**src/rtl/ntimer_pkg.sv**
```systemverilog
package ntimer_pkg;
  parameter int CNT_W = 8;
  parameter int NIB_W = 4;
  localparam int NIBS = CNT_W / NIB_W;

  // Strobes from control to datapath
  typedef struct packed {
    logic            ldFull;
    logic [NIBS-1:0] nibWr;
    logic            step;
    logic            wrap;
  } tmrCtl_t;
endpackage

```
**src/rtl/ntimer_ctl.sv**
```systemverilog
module ntimer_ctl
  import ntimer_pkg::*;
(
  input  logic    clk,
  input  logic    rstN,
  input  logic    tick,
  input  logic    ldFullStb,
  input  logic    wrLoStb,
  input  logic    wrHiStb,
  input  logic    runOnStb,
  input  logic    runOffStb,
  input  logic    toClrStb,
  input  logic    atMax,
  output tmrCtl_t ctl,
  output logic    running,
  output logic    timeout
);
  logic anyWr;
  logic counted;

  assign anyWr   = ldFullStb | wrLoStb | wrHiStb;
  assign counted = running & tick & ~anyWr;

  always_comb begin
    ctl = '0;
    ctl.ldFull        = ldFullStb;
    ctl.nibWr[0]      = wrLoStb;
    ctl.nibWr[NIBS-1] = wrHiStb;
    ctl.step          = counted & ~atMax;
    ctl.wrap          = counted & atMax;
  end

  // Run enable: stop wins over start
  always_ff @(posedge clk) begin
    if (!rstN)          running <= 1'b0;
    else if (runOffStb) running <= 1'b0;
    else if (runOnStb)  running <= 1'b1;
  end

  // Timeout flag: a rollover wins over a clear in the same cycle
  always_ff @(posedge clk) begin
    if (!rstN)                  timeout <= 1'b0;
    else if (ctl.wrap)          timeout <= 1'b1;
    else if (anyWr || toClrStb) timeout <= 1'b0;
  end

  a_r4_off_wins: assert property (@(posedge clk) disable iff (!rstN)
    runOffStb |=> !running);
  a_r4_on_starts: assert property (@(posedge clk) disable iff (!rstN)
    (runOnStb && !runOffStb) |=> running);
  a_r7_write_clears: assert property (@(posedge clk) disable iff (!rstN)
    anyWr |=> !timeout);
  a_r6_wrap_sets: assert property (@(posedge clk) disable iff (!rstN)
    ctl.wrap |=> timeout);
endmodule

```
**src/rtl/ntimer_dp.sv**
```systemverilog
module ntimer_dp
  import ntimer_pkg::*;
#(
  parameter int CW = CNT_W,
  parameter int NW = NIB_W
) (
  input  logic          clk,
  input  logic          rstN,
  input  tmrCtl_t       ctl,
  input  logic [CW-1:0] ldVal,
  input  logic [NW-1:0] nibVal,
  output logic [CW-1:0] cnt,
  output logic          atMax
);
  localparam int NN = CW / NW;

  logic [CW-1:0] reloadVal;
  logic [CW-1:0] wrVal;
  logic          doWr;

  assign atMax = (cnt == {CW{1'b1}});
  assign doWr  = ctl.ldFull | (|ctl.nibWr);

  // Merge writes: full load overrides nibble writes
  always_comb begin
    wrVal = cnt;
    for (int i = 0; i < NN; i++) begin
      if (ctl.nibWr[i]) wrVal[i*NW +: NW] = nibVal;
    end
    if (ctl.ldFull) wrVal = ldVal;
  end

  always_ff @(posedge clk) begin
    if (!rstN) begin
      cnt       <= '0;
      reloadVal <= '0;
    end else if (doWr) begin
      cnt       <= wrVal;
      reloadVal <= wrVal;
    end else if (ctl.wrap) begin
      cnt       <= reloadVal;
    end else if (ctl.step) begin
      cnt       <= cnt + CW'(1);
    end
  end

  a_r2_full_load: assert property (@(posedge clk) disable iff (!rstN)
    ctl.ldFull |=> cnt == $past(ldVal));
  a_r5_step: assert property (@(posedge clk) disable iff (!rstN)
    ctl.step |=> cnt == $past(cnt) + CW'(1));
  a_r6_wrap_at_max: assert property (@(posedge clk) disable iff (!rstN)
    ctl.wrap |-> cnt == {CW{1'b1}});
  a_r4_hold_idle: assert property (@(posedge clk) disable iff (!rstN)
    (!doWr && !ctl.step && !ctl.wrap) |=> $stable(cnt));
endmodule

```
**src/rtl/nib_timer.sv**
```systemverilog
module nib_timer
  import ntimer_pkg::*;
(
  input  logic             clk,
  input  logic             rstN,
  input  logic             tick,
  input  logic             ldFullStb,
  input  logic [CNT_W-1:0] ldFullVal,
  input  logic             wrLoStb,
  input  logic             wrHiStb,
  input  logic [NIB_W-1:0] wrNibVal,
  input  logic             runOnStb,
  input  logic             runOffStb,
  input  logic             toClrStb,
  input  logic             irqEn,
  output logic [NIB_W-1:0] cntLo,
  output logic [NIB_W-1:0] cntHi,
  output logic             running,
  output logic             timeout,
  output logic             irqReq
);
  tmrCtl_t          ctl;
  logic             atMax;
  logic [CNT_W-1:0] cnt;

  ntimer_ctl uCtl (
    .clk(clk), .rstN(rstN), .tick(tick),
    .ldFullStb(ldFullStb), .wrLoStb(wrLoStb), .wrHiStb(wrHiStb),
    .runOnStb(runOnStb), .runOffStb(runOffStb), .toClrStb(toClrStb),
    .atMax(atMax), .ctl(ctl), .running(running), .timeout(timeout)
  );

  ntimer_dp #(.CW(CNT_W), .NW(NIB_W)) uDp (
    .clk(clk), .rstN(rstN), .ctl(ctl),
    .ldVal(ldFullVal), .nibVal(wrNibVal),
    .cnt(cnt), .atMax(atMax)
  );

  assign cntLo  = cnt[NIB_W-1:0];
  assign cntHi  = cnt[CNT_W-1:CNT_W-NIB_W];
  assign irqReq = timeout & irqEn;

  a_r9_irq_needs_flag: assert property (@(posedge clk) disable iff (!rstN)
    irqReq |-> (timeout && irqEn));
endmodule

```
**config.mk**
```make
export PLATFORM = sky130hd
export DESIGN_NAME = nib_timer
export DESIGN_NICKNAME = d
export VERILOG_FILES = /design/src/rtl/ntimer_pkg.sv /design/src/rtl/ntimer_ctl.sv /design/src/rtl/ntimer_dp.sv /design/src/rtl/nib_timer.sv
export SDC_FILE = /design/constraint.sdc
export NUM_CORES = 1
export LEC_CHECK = 0
export ABC_AREA = 1
export BUFFER_PORTS_ARGS = -buffer_cell sky130_fd_sc_hd__buf_4
export CAP_MARGIN = 10
export CELL_PAD_IN_SITES_DETAIL_PLACEMENT = 2
export CELL_PAD_IN_SITES_GLOBAL_PLACEMENT = 2
export CORE_UTILIZATION = 24
export DETAILED_ROUTE_END_ITERATION = 8
export GPL_ROUTABILITY_DRIVEN = 0
export PLACE_DENSITY = 0.78
export SETUP_SLACK_MARGIN = 0.1
export SLEW_MARGIN = 25
export SYNTH_ARGS = -nofsm -noshare
export SYNTH_HDL_FRONTEND = slang
export SYNTH_HIERARCHICAL = 1
export SYNTH_SLANG_ARGS = --single-unit
```
**constraint.sdc**
```tcl
create_clock -name clk -period 1.7 [get_ports clk]
set_input_delay 0 -clock clk [delete_from_list [all_inputs] [get_ports clk]]
set_output_delay 0 -clock clk [all_outputs]
set_load 0.02 [all_outputs]
```
==> run summary <==
Nets: 274
crit start category: flop
IO Port Bufs: 32
Ports: 33
Worst-path clk slew: 0.08 ns
share of cells above drive strength 1: 38.8%
full die area: 0.00539 mm²
routed len/inst: 17.0 µm
CTS tree: built
synthesized area per cell: 6.19 µm²
global route overflow: 0
MaxCap Viol Count: 0
clk sinks: 18
Core Region: 0.00482 mm²
Clock Skew: 0.00535 ns
final wirelength: 5390 µm
Via Count: 1511
Placement Setup Slack: -0.0758 ns
Die Width: 73.4 µm
post-DR vias/cell: 4.77
first-pass GRT wire length: 8300 µm
endpoints failing setup: 8
CTS root buffer: clkbuf_8
diode count: 0
yosys warns: 6
failing checks: negative hold slack, negative setup slack
worst path required time: 1.87 ns
critical path peak fanout: 7
min Tclk post-route: 1.82 ns
Worst slew margin: 77.4%
Leak: 0.876 nW
Longest Clk Path Bufs: 2
unique cell type count in the Yosys netlist: 26
starting density of the core: 25.4%
Hold WS: -0.00319 ns
num rows: 25
fmax: 550 MHz
HPWL Detailed: 3620 µm
gr usage total: 20.9%
worst skew pair latency: 0.28 ns
Synthesized Nets: 221
maximum vdd ir drop: 0.269 mV
status: complete, but fails checks
final-report hold violation count: 1
setup ws final: -0.117 ns
Crit Path Category: reg2reg
Worst Tran Pin Value: 0.338 ns
pin count of the biggest net entering global routing: 17
Slew Limit Fails: 0
PD cells: 669 mW/mm²
RSZ-0062 raised after global routing: yes
post-synthesis cell area: 0.00122 mm²
Pre-antenna DRT Iters: 4
Crit. End Element: flop
post-layout utilization of the core: 39.0%
DRT antenna net count: 0
crit path DAT: 1.99 ns
vias in the first global route: 1610
Syn Inst Count: 198
CTS buffer count: 3
DR iter-0 viols: 42
area grow syn2layout: 53.5%
HP Class: in2reg
post-synthesis sequential area ratio: 29.4%
minimum setup slack among reg-to-reg paths: -0.12 ns
die extent in y: 73.4 µm
initial antenna violation count: 0
number of H-tree levels: 1
DR DRC count: 0
Synth Register Bits: 18
Final period util: 107%
Final Power: 1.26 mW
[power by group]
part | total (mW) | leakage [nW] | internal [mW] | switching [mW]
registers | 0.484 | 0.152 | 0.457 | 0.0268
logic | 0.384 | 0.695 | 0.160 | 0.224
clock network | 0.391 | 0.0288 | 0.207 | 0.183
total | 1.26 | 0.876 | 0.824 | 0.434
[worst paths after layout]
check	to	cells after the start	start
setup reg to reg	uDp/cnt[5]$_SDFFE_PN0P_	10	uDp/cnt[0]$_SDFFE_PN0P_
hold reg to reg	uDp/reloadVal[4]$_SDFFE_PN0P_	2	uDp/reloadVal[4]$_SDFFE_PN0P_
setup / recovery	uDp/cnt[5]$_SDFFE_PN0P_	10	uDp/cnt[0]$_SDFFE_PN0P_
hold / removal	uCtl/running$_SDFFE_PP0P_	3	runOnStb
[worst max-delay path: stages (launching register included)]
cell and delay (ns):
dfxtp_4 0.36, ha_4 0.16, nand2_4 0.08, nor4_4 0.04, nand4_1 0.13, inv_2 0.09
or2_4 0.30, nor2_8 0.21, inv_6 0.08, o21ai_1 0.21, a21oi_2 0.04
[routing by layer]
layer / track usage, % / routed length, µm / vias up
met4: 5.13 / 78 / 0
met2: 37.7 / 2760 / 26
met1: 26.3 / 2480 / 733
met5: 0 / 0 / -
met3: 2.06 / 71 / 5
li1: - / - / 747
[layout make-up]
class / instances / area, µm²
Tap cell: 67 / 83.8
Clock buffer: 4 / 55.1
Multi-Input combinational cell: 148 / 835
Inverter: 25 / 104
Fill cell: 605 / 2940
Timing Repair Buffer: 55 / 428
Sequential cell: 18 / 375
[cell families (layout without fill, tap and decap cells)]
family | count (synthesis) | in the layout | synth area share (%)
AND/OR/NAND/NOR | 101 | 102 | 37.2
AO/OA/AOI/OAI | 45 | 45 | 19.1
buffers and inverters | 33 | 84 | 13.3
flip-flops | 18 | 18 | 29.4
adder cells (fa/ha/maj) | 1 | 1 | 1.02
[cell usage in the layout (no fill, tap or decap), drive strengths merged]
master,instances
clkbuf,4
nand3,16
a31oi,3
dlygate4sd3,1
nor4,1
nand4,2
clkinv,1
nand2,47
ha,1
nor3,1
a21oi,22
buf,54
o211ai,2
inv,24
dfxtp,18
nor2,34
o21ai,18
or2,1
[flip-flops by register name, summed over array words and instances (netlist names)]
signal / count
uDp/cnt: 8
uDp/reloadVal: 8
uCtl/running: 1
uCtl/timeout: 1
[per-stage QoR]
stage	hold slack [ns]	TNS, ns	area (µm²)	cells
5_1_grt	0.0347	-1.10	1880	317
4_1_cts	0.00820	-0.165	1830	314
6_report	-0.00319	-0.456	1880	317
2_1_floorplan	0.0785	0	1280	198
3_3_place_gp	0.165	-0.00438	1640	302
3_5_place_dp	0.176	-0.385	1640	302
[cells in the mapped netlist]
cell,n,share of area (%)
nor3_1,1,0.41
or2_1,1,0.51
inv_2,2,0.61
dfxtp_1,18,29
inv_6,1,0.72
nand4_1,2,1.0
o21ai_1,6,2.5
nor2_1,29,8.9
clkinv_1,1,0.31
a31oi_1,3,1.5
nor4_1,1,0.51
nand3_1,16,6.5
nand2_8,1,1.6
inv_1,21,6.4
nor2_2,2,1.0
o211ai_1,2,1.2
buf_6,1,0.92
o21ai_0,12,4.9
a21oi_1,22,9.0
buf_8,1,1.2
nor2_4,1,0.92
nor2_8,1,1.6
nand2_1,46,14
buf_2,3,1.2
ha_1,1,1.0
buf_4,3,1.8
[what timing repair did]
action                     in CTS  in global routing
gates cloned                    1                  0
hold endpoints to repair        1                  0
setup endpoints to repair       8                  8
hold buffers                    1                  0
buffers inserted                6                  3
gates resized for setup        17                  9
pin swaps                       6                  6
(Power assumes the default switching activity.)
